==> src/rtl/dpg_pkg.sv <==
package dpg_pkg;

  typedef enum logic [1:0] {
    ST_IDLE  = 2'd0,
    ST_LOOK  = 2'd1,
    ST_CHECK = 2'd2,
    ST_WAIT  = 2'd3
  } dpg_state_e;

  typedef enum logic [1:0] {
    RK_NOMAP = 2'd0,
    RK_OFF   = 2'd1,
    RK_HIT   = 2'd2,
    RK_MISS  = 2'd3
  } dpg_kind_e;

  localparam logic CFG_MAP = 1'b0;
  localparam logic CFG_DOM = 1'b1;

endpackage

==> src/rtl/dpg_cfg_regs.sv <==
module dpg_cfg_regs #(
  parameter int ID_W       = 4,
  parameter int DOM_W      = 2,
  parameter int ADDR_W     = 32,
  parameter int WORD_BYTES = 4
) (
  input  logic              clk,
  input  logic              rst_n,
  input  logic              cfg_we,
  input  logic              cfg_kind,
  input  logic [ID_W-1:0]   cfg_idx,
  input  logic [ADDR_W-1:0] cfg_wdata,
  input  logic [ID_W-1:0]   lk_id,
  output logic              lk_mapped,
  output logic [DOM_W-1:0]  lk_dom,
  output logic              lk_en,
  output logic [ADDR_W-1:0] lk_base
);
  import dpg_pkg::*;

  localparam int N_ID  = 1 << ID_W;
  localparam int N_DOM = 1 << DOM_W;
  localparam logic [ADDR_W-1:0] BASE_MASK = ~(ADDR_W'(WORD_BYTES) - ADDR_W'(1));

  logic             map_v [N_ID];
  logic [DOM_W-1:0] map_d [N_ID];
  logic             dom_e [N_DOM];
  logic [ADDR_W-1:0] dom_b [N_DOM];

  for (genvar g = 0; g < N_ID; g++) begin : g_map
    logic             v_q;
    logic [DOM_W-1:0] d_q;
    logic             wen;
    assign wen = cfg_we && (cfg_kind == CFG_MAP) && (cfg_idx == ID_W'(g));
    always_ff @(posedge clk or negedge rst_n) begin
      if (!rst_n) begin
        v_q <= 1'b0;
        d_q <= '0;
      end else if (wen) begin
        v_q <= cfg_wdata[DOM_W];
        d_q <= cfg_wdata[DOM_W-1:0];
      end
    end
    assign map_v[g] = v_q;
    assign map_d[g] = d_q;
  end

  for (genvar g = 0; g < N_DOM; g++) begin : g_dom
    logic              e_q;
    logic [ADDR_W-1:0] b_q;
    logic              wen;
    assign wen = cfg_we && (cfg_kind == CFG_DOM) && (cfg_idx[DOM_W-1:0] == DOM_W'(g));
    always_ff @(posedge clk or negedge rst_n) begin
      if (!rst_n) begin
        e_q <= 1'b0;
        b_q <= '0;
      end else if (wen) begin
        e_q <= cfg_wdata[0];
        b_q <= cfg_wdata & BASE_MASK;
      end
    end
    assign dom_e[g] = e_q;
    assign dom_b[g] = b_q;
  end

  always_comb begin
    lk_mapped = map_v[lk_id];
    lk_dom    = map_d[lk_id];
    lk_en     = dom_e[lk_dom];
    lk_base   = dom_b[lk_dom];
  end

endmodule

==> src/rtl/dpg_word_cache.sv <==
module dpg_word_cache #(
  parameter int DOM_W     = 2,
  parameter int ADDR_W    = 32,
  parameter int WORD_BITS = 32
) (
  input  logic                 clk,
  input  logic                 rst_n,
  input  logic                 inval,
  input  logic                 fill,
  input  logic [DOM_W-1:0]     fill_dom,
  input  logic [ADDR_W-1:0]    fill_addr,
  input  logic [WORD_BITS-1:0] fill_data,
  input  logic [DOM_W-1:0]     lk_dom,
  input  logic [ADDR_W-1:0]    lk_addr,
  output logic                 lk_hit,
  output logic [WORD_BITS-1:0] lk_data,
  output logic                 vld
);

  logic                 vld_q, vld_d;
  logic [DOM_W-1:0]     dom_q, dom_d;
  logic [ADDR_W-1:0]    adr_q, adr_d;
  logic [WORD_BITS-1:0] dat_q, dat_d;
  logic                 ld_en;

  always_comb begin
    ld_en = fill && !inval;
    vld_d = inval ? 1'b0 : (fill ? 1'b1 : vld_q);
    dom_d = fill_dom;
    adr_d = fill_addr;
    dat_d = fill_data;
  end

  always_ff @(posedge clk or negedge rst_n) begin
    if (!rst_n) vld_q <= 1'b0;
    else        vld_q <= vld_d;
  end

  always_ff @(posedge clk or negedge rst_n) begin
    if (!rst_n) begin
      dom_q <= '0;
      adr_q <= '0;
      dat_q <= '0;
    end else if (ld_en) begin
      dom_q <= dom_d;
      adr_q <= adr_d;
      dat_q <= dat_d;
    end
  end

  assign lk_hit  = vld_q && (dom_q == lk_dom) && (adr_q == lk_addr);
  assign lk_data = dat_q;
  assign vld     = vld_q;

endmodule

==> src/rtl/dpg_ctrl.sv <==
module dpg_ctrl #(
  parameter int ID_W       = 4,
  parameter int DOM_W      = 2,
  parameter int ADDR_W     = 32,
  parameter int WORD_BITS  = 32,
  parameter int WORD_BYTES = 4,
  parameter int PAGE_SHIFT = 12
) (
  input  logic                 clk,
  input  logic                 rst_n,
  input  logic                 req_valid,
  output logic                 req_ready,
  input  logic [ID_W-1:0]      req_id,
  input  logic [ADDR_W-1:0]    req_addr,
  input  logic                 req_write,
  output logic [ID_W-1:0]      lk_id,
  input  logic                 lk_mapped,
  input  logic [DOM_W-1:0]     lk_dom,
  input  logic                 lk_en,
  input  logic [ADDR_W-1:0]    lk_base,
  output logic [ADDR_W-1:0]    c_addr,
  input  logic                 c_hit,
  input  logic [WORD_BITS-1:0] c_data,
  output logic                 c_fill,
  output logic [DOM_W-1:0]     c_fill_dom,
  output logic                 mem_req,
  output logic [ADDR_W-1:0]    mem_addr,
  input  logic                 mem_rvalid,
  input  logic [WORD_BITS-1:0] mem_rdata,
  output logic                 rsp_valid,
  output logic                 rsp_allow,
  output logic                 rsp_fault,
  output logic [ID_W-1:0]      flt_id,
  output logic [ADDR_W-1:0]    flt_addr,
  output logic                 flt_write,
  output logic                 fetch_wait
);
  import dpg_pkg::*;

  localparam int BIT_W   = $clog2(WORD_BITS);
  localparam int BYTE_SH = $clog2(WORD_BYTES);

  dpg_state_e        st_q, st_d;
  dpg_kind_e         kind_q, kind_d;
  logic [ID_W-1:0]   id_q;
  logic [ADDR_W-1:0] addr_q;
  logic              wr_q;
  logic [DOM_W-1:0]  dom_q;
  logic [ADDR_W-1:0] waddr_q;
  logic [BIT_W-1:0]  bidx_q;
  logic              bit_q;
  logic              rv_q, ra_q, rf_q;
  logic              rv_d, ra_d, rf_d;
  logic [ID_W-1:0]   fid_q;
  logic [ADDR_W-1:0] fadr_q;
  logic              fwr_q;

  logic              acc_en, look_en, flt_en;
  logic [ADDR_W-1:0] page, woff, waddr;
  logic [BIT_W-1:0]  bidx;

  // bitmap word address and bit position for the captured request
  always_comb begin
    page  = addr_q >> PAGE_SHIFT;
    woff  = (page >> BIT_W) << BYTE_SH;
    waddr = lk_base + woff;
    bidx  = page[BIT_W-1:0];
  end

  always_comb begin
    st_d    = st_q;
    kind_d  = kind_q;
    rv_d    = 1'b0;
    ra_d    = 1'b0;
    rf_d    = 1'b0;
    acc_en  = 1'b0;
    look_en = 1'b0;
    c_fill  = 1'b0;
    unique case (st_q)
      ST_IDLE: begin
        if (req_valid) begin
          acc_en = 1'b1;
          st_d   = ST_LOOK;
        end
      end
      ST_LOOK: begin
        look_en = 1'b1;
        if (!lk_mapped)  kind_d = RK_NOMAP;
        else if (!lk_en) kind_d = RK_OFF;
        else if (c_hit)  kind_d = RK_HIT;
        else             kind_d = RK_MISS;
        st_d = ST_CHECK;
      end
      ST_CHECK: begin
        if (kind_q == RK_MISS) begin
          st_d = ST_WAIT;
        end else begin
          rv_d = 1'b1;
          ra_d = (kind_q == RK_OFF) || ((kind_q == RK_HIT) && !bit_q);
          rf_d = !ra_d;
          st_d = ST_IDLE;
        end
      end
      ST_WAIT: begin
        if (mem_rvalid) begin
          c_fill = 1'b1;
          rv_d   = 1'b1;
          ra_d   = !mem_rdata[bidx_q];
          rf_d   = !ra_d;
          st_d   = ST_IDLE;
        end
      end
      default: st_d = ST_IDLE;
    endcase
    flt_en = rf_d;
  end

  always_ff @(posedge clk or negedge rst_n) begin
    if (!rst_n) begin
      st_q   <= ST_IDLE;
      kind_q <= RK_NOMAP;
      rv_q   <= 1'b0;
      ra_q   <= 1'b0;
      rf_q   <= 1'b0;
    end else begin
      st_q   <= st_d;
      kind_q <= kind_d;
      rv_q   <= rv_d;
      ra_q   <= ra_d;
      rf_q   <= rf_d;
    end
  end

  always_ff @(posedge clk or negedge rst_n) begin
    if (!rst_n) begin
      id_q   <= '0;
      addr_q <= '0;
      wr_q   <= 1'b0;
    end else if (acc_en) begin
      id_q   <= req_id;
      addr_q <= req_addr;
      wr_q   <= req_write;
    end
  end

  always_ff @(posedge clk or negedge rst_n) begin
    if (!rst_n) begin
      dom_q   <= '0;
      waddr_q <= '0;
      bidx_q  <= '0;
      bit_q   <= 1'b0;
    end else if (look_en) begin
      dom_q   <= lk_dom;
      waddr_q <= waddr;
      bidx_q  <= bidx;
      bit_q   <= c_data[bidx];
    end
  end

  always_ff @(posedge clk or negedge rst_n) begin
    if (!rst_n) begin
      fid_q  <= '0;
      fadr_q <= '0;
      fwr_q  <= 1'b0;
    end else if (flt_en) begin
      fid_q  <= id_q;
      fadr_q <= addr_q;
      fwr_q  <= wr_q;
    end
  end

  assign req_ready  = (st_q == ST_IDLE);
  assign lk_id      = id_q;
  assign c_addr     = waddr;
  assign c_fill_dom = dom_q;
  assign mem_req    = (st_q == ST_CHECK) && (kind_q == RK_MISS);
  assign mem_addr   = waddr_q;
  assign rsp_valid  = rv_q;
  assign rsp_allow  = ra_q;
  assign rsp_fault  = rf_q;
  assign flt_id     = fid_q;
  assign flt_addr   = fadr_q;
  assign flt_write  = fwr_q;
  assign fetch_wait = (st_q == ST_WAIT);

endmodule

==> src/rtl/dma_page_guard.sv <==
module dma_page_guard #(
  parameter int ID_W       = 4,
  parameter int DOM_W      = 2,
  parameter int ADDR_W     = 32,
  parameter int WORD_BITS  = 32,
  parameter int PAGE_SHIFT = 12
) (
  input  logic                 clk,
  input  logic                 rst_n,
  input  logic                 cfg_we,
  input  logic                 cfg_kind,
  input  logic [ID_W-1:0]      cfg_idx,
  input  logic [ADDR_W-1:0]    cfg_wdata,
  input  logic                 req_valid,
  output logic                 req_ready,
  input  logic [ID_W-1:0]      req_id,
  input  logic [ADDR_W-1:0]    req_addr,
  input  logic                 req_write,
  output logic                 mem_req,
  output logic [ADDR_W-1:0]    mem_addr,
  input  logic                 mem_rvalid,
  input  logic [WORD_BITS-1:0] mem_rdata,
  output logic                 rsp_valid,
  output logic                 rsp_allow,
  output logic                 rsp_fault,
  output logic [ID_W-1:0]      flt_id,
  output logic [ADDR_W-1:0]    flt_addr,
  output logic                 flt_write
);

  localparam int WORD_BYTES = WORD_BITS / 8;

  logic [1:0] rst_sync_q;
  logic       rst_n_q;

  always_ff @(posedge clk or negedge rst_n) begin
    if (!rst_n) rst_sync_q <= 2'b00;
    else        rst_sync_q <= {rst_sync_q[0], 1'b1};
  end
  assign rst_n_q = rst_sync_q[1];

  logic [ID_W-1:0]      lk_id;
  logic                 lk_mapped, lk_en;
  logic [DOM_W-1:0]     lk_dom;
  logic [ADDR_W-1:0]    lk_base;
  logic [ADDR_W-1:0]    c_addr;
  logic                 c_hit, c_fill, cache_vld;
  logic [WORD_BITS-1:0] c_data;
  logic [DOM_W-1:0]     c_fill_dom;
  logic                 fetch_wait;

  dpg_cfg_regs #(
    .ID_W(ID_W), .DOM_W(DOM_W), .ADDR_W(ADDR_W), .WORD_BYTES(WORD_BYTES)
  ) u_cfg (
    .clk(clk), .rst_n(rst_n_q),
    .cfg_we(cfg_we), .cfg_kind(cfg_kind), .cfg_idx(cfg_idx), .cfg_wdata(cfg_wdata),
    .lk_id(lk_id), .lk_mapped(lk_mapped), .lk_dom(lk_dom), .lk_en(lk_en), .lk_base(lk_base)
  );

  dpg_word_cache #(
    .DOM_W(DOM_W), .ADDR_W(ADDR_W), .WORD_BITS(WORD_BITS)
  ) u_cache (
    .clk(clk), .rst_n(rst_n_q),
    .inval(cfg_we), .fill(c_fill), .fill_dom(c_fill_dom), .fill_addr(mem_addr),
    .fill_data(mem_rdata), .lk_dom(lk_dom), .lk_addr(c_addr),
    .lk_hit(c_hit), .lk_data(c_data), .vld(cache_vld)
  );

  dpg_ctrl #(
    .ID_W(ID_W), .DOM_W(DOM_W), .ADDR_W(ADDR_W), .WORD_BITS(WORD_BITS),
    .WORD_BYTES(WORD_BYTES), .PAGE_SHIFT(PAGE_SHIFT)
  ) u_ctrl (
    .clk(clk), .rst_n(rst_n_q),
    .req_valid(req_valid), .req_ready(req_ready), .req_id(req_id),
    .req_addr(req_addr), .req_write(req_write),
    .lk_id(lk_id), .lk_mapped(lk_mapped), .lk_dom(lk_dom), .lk_en(lk_en), .lk_base(lk_base),
    .c_addr(c_addr), .c_hit(c_hit), .c_data(c_data), .c_fill(c_fill), .c_fill_dom(c_fill_dom),
    .mem_req(mem_req), .mem_addr(mem_addr), .mem_rvalid(mem_rvalid), .mem_rdata(mem_rdata),
    .rsp_valid(rsp_valid), .rsp_allow(rsp_allow), .rsp_fault(rsp_fault),
    .flt_id(flt_id), .flt_addr(flt_addr), .flt_write(flt_write), .fetch_wait(fetch_wait)
  );

endmodule

==> config.mk <==
export PLATFORM = sky130hd
export DESIGN_NAME = dma_page_guard
export DESIGN_NICKNAME = d
export VERILOG_FILES = /design/src/rtl/dpg_pkg.sv /design/src/rtl/dpg_cfg_regs.sv /design/src/rtl/dpg_word_cache.sv /design/src/rtl/dpg_ctrl.sv /design/src/rtl/dma_page_guard.sv
export SDC_FILE = /design/constraint.sdc
export NUM_CORES = 1
export LEC_CHECK = 0
export ABC_AREA = 1
export BUFFER_PORTS_ARGS = -buffer_cell sky130_fd_sc_hd__clkbuf_2
export CORE_MARGIN = 2
export CORE_UTILIZATION = 28
export DETAILED_ROUTE_END_ITERATION = 12
export SYNTH_ARGS = -nofsm -noshare
export SYNTH_HDL_FRONTEND = slang
export SYNTH_SLANG_ARGS = --single-unit
==> constraint.sdc <==
create_clock -name clk -period 31 [get_ports clk]
set_input_delay 7.75 -clock clk [delete_from_list [all_inputs] [get_ports clk]]
set_output_delay 7.75 -clock clk [all_outputs]
set_load 0.01 [all_outputs]
==> summary.md, run 1 <==
| Metric | Value |
|---|---|
| Ys Warns | `0` |
| CTS tree | `done` |
| Gate power share | `50.4%` |
| Max_slew headroom | `26.8%` |
| Post-synthesis mux area share | `approximately 5.3%` |
| Unrepaired setup endpoints after global routing | `no` |
| Crit path launch | `u_ctrl.st_q[0]$_DFFE_PN0P_` |
| # port buffers | `182` |
| Worst Path Arrival | `1.57 ns` |
| CTS buffer count | `42` |
| Vias in the first global route | `13900` |
| Post-CTS setup repair buffer count | `0` |
| Clk slew on worst S/H paths | `0.06 ns` |
| Async set-reset flop share out of synthesis | `100%` |
| Total Routing Usage GR | `15.2%` |
| Switching power | `roughly 1.1 mW` |
| Power density cells | `122 nW/µm²` |
| Max clock buf depth | `3` |
| Rows | `91` |
| First-pass GRT wire length | `roughly 77 mm` |
| Flop pwr share | `30.1%` |
| Xor and xnor area share after synthesis | `1.20%` |
| Cells after Synth | `2024` |
| Initial antenna violation count | `2` |
| Main combinational cell family by area after synthesis | `simple AND/OR/NAND/NOR gates` |
| LEAKAGE | `between 9 and 10 nW` |
| Flop2flop setup slack | `24.65 ns` |
| DR iter-0 viols | `about 1100` |
| Gr ovfl total | `0` |
| Synth Area per Inst | `8.56 µm²` |
| Clock Tree Root | `clkbuf_16` |
| RePlAce Congestion | `0.907` |
| Worst vdd ir | `~0.057 mV` |
| Tmin final | `9.32 ns` |
| Internal Pwr Total | `between 1 and 1.5 mW` |
| Switch share | `44.7%` |
| Htree depth | `2` |
| Synth top area share | `51.7%` |
| Die W | `roughly 250 µm` |
| Most common cell in the synthesized netlist | `nand2_1` |
| List of most frequent post-synthesis cells | `nand2_1, dfrtp_1, o21ai_0, inv_1, nor2_1` |
| Hpwl dp | `33.0 mm` |
| Setup violators final | `0` |
| Synth top area cells | `dfrtp_1, nand2_1, o21ai_0` |
| MaxCap Viol Count | `0` |
| Starting Density | `28.2%` |
| Die area | `63800 µm²` |
| Layout cells sized above 1 | `17.9%` |
| Synthesized cell area | `17300 µm²` |
| Post-Synth Adder-Cell Area | `~1.3%` |
| Core region area | `61400 µm²` |
| CP Max Fanout | `6` |
| Die height | `253 µm` |
| Fin area | `between 20000 and 25000 µm²` |
| Routed length per placed instance | `16.2 µm` |
| Synth area leader | `dfrtp_1` |
| Via count | `14100` |
| Clk_skew | `0.0168 ns` |
| Endpoints failing hold | `0` |
| Pre-antenna DRT Iters | `5` |
| Outcome | `finished clean` |
| Period utilisation layout | `30.1%` |
| CTS Sinks | `358` |
| CP endpoint kind | `primary output` |
| DRC errors left | `0` |
| Seq/Total Area, Yosys | `51.7%` |
| Hold Buf Count CTS | `0` |
| Synth Register Bits | `358` |
| Fillcell total | `about 6300` |
| Number of gates resized after CTS | `0` |
| Critical path startpoint category | `flip-flop` |
| Worst reg-to-reg path cell count | `29` |
| Placed cell areas | `18900 µm²` |
| Detailed Route WL | `48.2 mm` |
| Crit path kind | `reg2out` |
| Clock power share | `19.5%` |
| Unique masters post-synth | `46` |
| Ports | `~190` |
| Top FF cell, synth | `dfrtp_1` |
| Vias per cell | `4.72` |
| Antenna Violating Nets Remaining | `0` |
| F_max | `around 110 MHz` |
| Synth Area in Simple Gates | `around a fifth` |
| EDFF count, synth | `0` |
| Worst r2r src | `u_ctrl.lk_id[1]$_DFFE_PN0P_` |
| Nets@finish | `2292` |
| Pin count of the biggest net entering global routing | `189` |
| Pin slew with the least headroom to its limit | `about 1.1 ns` |
| Compound-gate portion of the synthesized area | `12.6%` |
| P&R area growth vs syn | `16.8%` |
| Slew Limit Fails | `0` |
| Hold Path Class | `reg2async` |
| Sum Neg Setup Slack | `0 ns` |
| Worst Path Required | `approximately 23 ns` |
| Worst-skew pair later-pin latency | `0.56 ns` |
[sequential cells by signal, indices dropped and copies added, names as in the netlist, 4 cells and up]
register	cells
u_ctrl.addr_q	32
u_ctrl.flt_id	4
u_ctrl.flt_addr	32
u_cache.lk_data	32
u_ctrl.lk_id	4
u_cfg.g_dom.b_q	120
u_cache.adr_q	30
u_cfg.g_map.v_q	16
u_ctrl.mem_addr	30
u_ctrl.bidx_q	5
u_cfg.g_map.d_q	32
u_cfg.g_dom.e_q	4
[logic make-up (layout without fill, tap and decap cells)]
| group | Yosys count | count (layout) |
|---|---|---|
| muxes | 82 | 82 |
| adders and majority gates | 17 | 17 |
| AOI/OAI and AO/OA | 413 | 413 |
| buffers and inverters | 280 | 448 |
| and+or+nand+nor | 853 | 853 |
| other | 2 | 4 |
| xor gates and xnor gates | 19 | 19 |
| DFF | 358 | 358 |
[through the flow]
step	worst slack, ns	power, mW	hold slack, ns	utilization (%)	cells
2_1_floorplan	20.28	1.66	0.331	-	2025
3_3_place_gp	21.22	1.97	0.217	30.8	2910
3_5_place_dp	21.19	2.00	0.221	30.8	2910
4_1_cts	21.61	2.50	0.224	32.9	2983
5_1_grt	21.55	2.70	0.241	32.9	2983
6_report	21.68	2.47	0.212	33.0	2984
[cells in the final DEF, fill, tap and decap left out, types with 9 or more instances in the layout]
| cell | Yosys | final |
|---|---|---|
| a21oi_1 | 83 | 83 |
| buf_4 | 7 | 10 |
| clkbuf_1 | 67 | 11 |
| clkbuf_16 | 0 | 43 |
| clkbuf_2 | 0 | 182 |
| dfrtp_1 | 358 | 357 |
| ha_1 | 16 | 16 |
| inv_1 | 176 | 176 |
| mux2_2 | 82 | 82 |
| nand2_1 | 515 | 509 |
| nand2_2 | 12 | 17 |
| nand3_1 | 124 | 124 |
| nand3_2 | 9 | 9 |
| nand3b_1 | 25 | 25 |
| nor2_1 | 140 | 139 |
| o211ai_1 | 9 | 9 |
| o21ai_0 | 284 | 284 |
| o22ai_1 | 16 | 16 |
[power by group through the flow]
stage | registers, mW | clock network, mW | logic [mW]
finish | 0.743 | 0.482 | 1.24
global route | 0.763 | 0.515 | 1.42
detailed placement | 0.749 | 0 | 1.25
global placement | 0.743 | 0 | 1.23
floorplan | 0.733 | 0 | 0.928
CTS | 0.743 | 0.498 | 1.26
[routing by layer]
metal  GRT usage, %  vias up  part of all wire, %
li1               -     6910                    -
met1           20.2     6698                   44
met2           24.2      385                   46
met3           3.80       74                  7.2
met4           4.68        4                  2.5
met5              0        -                0.050
[layout make-up]
cell class | count | area, µm² | area share, %
clock buffer | 61 | 1210 | 6.00
multi-input combinational | 1387 | 7240 | 35.8
sequential | 358 | 8960 | 44.3
timing repair buffer | 193 | 1010 | 4.97
clock inverter | 12 | 120 | 0.594
tap | 790 | 988 | 4.89
antenna | 1 | 2.50 | 0.0124
inverter | 182 | 689 | 3.41
[worst max-delay path, cell delays in order (launching register included)]
cell and delay [ns]:
dfrtp_1 0.43, nor2_1 0.37, clkbuf_2 0.22
[path summary, 6_finish.rpt]
check,endpoint
max reg2reg,u_ctrl.kind_q[0]$_DFFE_PN0N_
max in group asynchronous,rst_sync_q[1]$_DFF_PN0_
max,req_ready
min reg2reg,u_cfg.g_dom[0].b_q[10]$_DFFE_PN0P_
min,u_cfg.g_dom[0].b_q[10]$_DFFE_PN0P_
min in group clk,rst_sync_q[1]$_DFF_PN0_
No activity file was read; power rests on OpenSTA's default activity.
==> run 2, diff against run 1 <==
--- a/config.mk
+++ b/config.mk
@@ -5,7 +5,7 @@
 export SDC_FILE = /design/constraint.sdc
 export NUM_CORES = 1
 export LEC_CHECK = 0
-export ABC_AREA = 1
+export ABC_AREA = 0
 export BUFFER_PORTS_ARGS = -buffer_cell sky130_fd_sc_hd__clkbuf_2
 export CORE_MARGIN = 2
 export CORE_UTILIZATION = 28
==> constraint.sdc (replaced) <==
create_clock -name clk -period 8.2 [get_ports clk]
set_input_delay 2.05 -clock clk [delete_from_list [all_inputs] [get_ports clk]]
set_output_delay 2.05 -clock clk [all_outputs]
set_load 0.01 [all_outputs]
==> summary.md, run 2 <==
| Metric | Value |
|---|---|
| Pin slew with the least headroom to its limit | `1.08 ns (-0.0187 ns)` |
| Hpwl dp | `31.2 mm (-5.3%)` |
| CTS buffer count | `40 (-4.8%)` |
| Rows | `90 (-1.1%)` |
| Vias per cell | `4.86 (+3.0%)` |
| CP Max Fanout | `56 (+50)` |
| Core region area | `60500 µm² (-1.5%)` |
| MaxCap Viol Count | `0 (unchanged)` |
| Nets@finish | `1625 (-29%)` |
| Tmin final | `6.63 ns` |
| Hold Buf Count CTS | `0 (unchanged)` |
| Crit-path max cell delay | `0.89 ns (+0.46 ns)` |
| P&R area growth vs syn | `18.0%` |
| Fillcell total | `5951 (-6.0%)` |
| Worst Path Required | `8.66 ns (-14.59 ns)` |
| Synth Register Bits | `358 (unchanged)` |
| Max clock buf depth | `3 (unchanged)` |
| List of most frequent post-synthesis cells | `dfrtp_1, mux2_2, nand2_1, mux2i_1, clkbuf_1` |
| Synth top area share | `52.3% (+0.56 points)` |
| Power density cells | `492 nW/µm² (+300%)` |
| Period utilisation layout | `between 80% and 90%` |
| Area occupied by multi-input gates | `7830 µm² (+8.1%)` |
| CP endpoint kind | `flip-flop` |
| EDFF count, synth | `0 (unchanged)` |
| RePlAce Congestion | `0.816 (-10%)` |
| First-pass GRT wire length | `68.8 mm (-11%)` |
| Unique masters post-synth | `65 (+41%)` |
| Die W | `251 µm (-0.52%)` |
| FF/Latch Area | `8960 µm² (unchanged)` |
| Worst Path Arrival | `7.08 ns (+5.51 ns)` |
| Cell at the slowest stage of the critical path | `dfrtp_1` |
| Routed length per placed instance | `19.1 µm (+18%)` |
| CTS Sinks | `358 (unchanged)` |
| Synth top area cells | `dfrtp_1, mux2_2, mux4_2` |
| Worst vdd ir | `0.280 mV (+390%)` |
| Largest reg by FF count | `u_cfg.g_dom.b_q` |
| DR iter-0 viols | `630 (-43%)` |
| Synth Area per Inst | `12.9 µm² (+51%)` |
| Fin util | `33.4% (+0.48 points)` |
| Gr ovfl total | `0 (unchanged)` |
| Starting Density | `28.3% (+0.12 points)` |
| Initial antenna violation count | `7 (+5)` |
| Clock Tree Root | `clkbuf_16` |
| Detailed Route WL | `44.0 mm (-8.6%)` |
| Largest register FFs | `120 (unchanged)` |
| LEAKAGE | `9.02 nW (-8.0%)` |
| Async set-reset flop share out of synthesis | `100% (unchanged)` |
| Post-CTS setup repair buffer count | `0 (unchanged)` |
| Die height | `251 µm (-0.52%)` |
| Layout cells sized above 1 | `41.9% (+24 points)` |
| Top FF cell, synth | `dfrtp_1` |
| Htree depth | `2 (unchanged)` |
| Total Routing Usage GR | `14.0% (-1.2 points)` |
| Pre-antenna DRT Iters | `5 (unchanged)` |
| Hold Path Class | `reg2reg` |
| Synth area leader | `dfrtp_1` |
| Crit path kind | `reg2reg` |
| Fin area | `20200 µm² (about the same)` |
| Clk slew on worst S/H paths | `0.06 ns (about the same)` |
| DRC errors left | `0 (unchanged)` |
| Setup violators final | `0 (unchanged)` |
| Worst-skew pair later-pin latency | `0.58 ns (+0.02 ns)` |
| Placed cell areas | `18900 µm² (-0.13%)` |
| Number of gates resized after CTS | `0 (unchanged)` |
| Max_slew headroom | `26.7% (about the same)` |
| Most frequent cells in the layout | `dfrtp_1, mux2_2, clkbuf_2` |
| Via count | `11200 (-20%)` |
| Seq/Total Area, Yosys | `52.3% (+0.56 points)` |
| Ys Warns | `0 (unchanged)` |
| CTS tree | `done` |
| Endpoints failing hold | `0 (unchanged)` |
| # port buffers | `182 (unchanged)` |
| Pin count of the biggest net entering global routing | `163 (-14%)` |
| Slew Limit Fails | `0 (unchanged)` |
| Critical path startpoint category | `flip-flop` |
| Unrepaired setup endpoints after global routing | `no` |
| Synthesized cell area | `17100 µm² (-1.1%)` |
| Ports | `185 (unchanged)` |
| Most common cell in the synthesized netlist | `dfrtp_1` |
| Most common cell after layout, fill and taps aside | `dfrtp_1` |
| F_max | `between 150 and 200 MHz` |
| Antenna Violating Nets Remaining | `0 (unchanged)` |
| Die area | `63200 µm² (-1.0%)` |
| Cells along the critical path | `mux4_2 > mux2i_4 > or2_4 > and2_4 > nand2_1 > and3_1 > a31oi_1 > ha_1 > inv_1 > fa_1 > nor2b_1 > o31a_1 > o31a_1 > o221ai_1 > o21ai_0 > nand3_1 > nor3_1 > nand2_1 > a211oi_1 > o2111ai_1 > nor4_1 > nor2_1` |
| Clk_skew | `0.0193 ns (+0.00249 ns)` |
| Outcome | `finished clean` |
| Sum Neg Setup Slack | `0 ns (unchanged)` |
| Vias in the first global route | `11600 (-16%)` |
| Cells after Synth | `1329 (-34%)` |
[run 2: changes by cell type after synthesis, sizes merged, moves of 19 or more]
cell | before | now
nand2 | 530 | 130
mux2 | 82 | 340
o21ai | 286 | 34
inv | 181 | 17
nor2 | 148 | 21
nand3 | 135 | 21
a21oi | 83 | 18
mux2i | 0 | 52
xnor2 | 8 | 36
mux4 | 0 | 27
and3 | 0 | 22
clkbuf | 67 | 45
a31oi | 1 | 20
[run 2: metrics by stage]
step	hold slack (ns)	std cells	power [mW]	setup slack, ns
after detailed placement	0.350	2237	8.16	1.53
final	0.360	2305	9.94	1.57
after floorplan	0.331	1330	6.70	2.17
after CTS	0.365	2304	10.1	1.52
after global routing	0.375	2304	10.7	0.864
after global placement	0.335	2237	8.02	1.73
[run 2: cell type report]
| type | instances | area share (%) |
|---|---|---|
| timing repair buffer | 196 | 5.09 |
| multi-input combinational | 884 | 38.7 |
| antenna | 1 | 0.0124 |
| tap | 782 | 4.84 |
| sequential | 358 | 44.3 |
| inverter | 17 | 0.316 |
| clock buffer | 54 | 5.66 |
| clock inverter | 13 | 1.02 |
[run 2: worst max-delay path: cells and delay by family (launching register included)]
family          cells  cell delay [ns]
simple gates       10             2.51
compound gates      7             1.56
flops               1             0.89
mux                 2             0.84
fa+ha+maj           2             0.62
buf+inv             1             0.06
[run 2: kinds of logic (layout without fill, tap and decap cells)]
kind of cell,after synthesis,count (layout),share of synthesized area [%]
other,2,4,0.0438
and+or+nand+nor,275,275,7.92
DFF,358,358,52.3
buffers and inverters,88,280,2.10
xor gates and xnor gates,49,49,2.67
adders and majority gates,17,17,1.29
AOI/OAI and AO/OA,121,121,4.59
muxes,419,419,29.1
[run 2: path summary, 6_finish.rpt]
check,cells past startpoint,start,to,slack (ns)
min,0,rst_sync_q[0]$_DFF_PN0_,rst_sync_q[1]$_DFF_PN0_,0.36
max in group asynchronous,2,rst_sync_q[1]$_DFF_PN0_,u_cache.lk_data[27]$_DFFE_PN0P_,6.09
max,22,u_ctrl.lk_id[0]$_DFFE_PN0P_,u_ctrl.kind_q[0]$_DFFE_PN0N_,1.57
max reg2reg,22,u_ctrl.lk_id[0]$_DFFE_PN0P_,u_ctrl.kind_q[0]$_DFFE_PN0N_,1.57
min reg2reg,0,rst_sync_q[0]$_DFF_PN0_,rst_sync_q[1]$_DFF_PN0_,0.36
min in group asynchronous,1,rst_sync_q[1]$_DFF_PN0_,u_ctrl.flt_write$_DFFE_PN0P_,0.43
[run 2: power breakdown]
group	switching, mW	total, mW	internal [mW]	leakage (nW)
clock	0.749	1.85	1.10	0.661
sequential	0.538	2.94	2.41	4.39
combinational	2.75	5.14	2.39	3.98
[run 2: metal layers]
layer	GRT usage, %	wire, µm	share of wire (%)
met3	4.75	3270	7.4
met5	0	74	0.17
met2	22.8	20600	47
met1	18.1	19400	44
met4	2.94	727	1.7
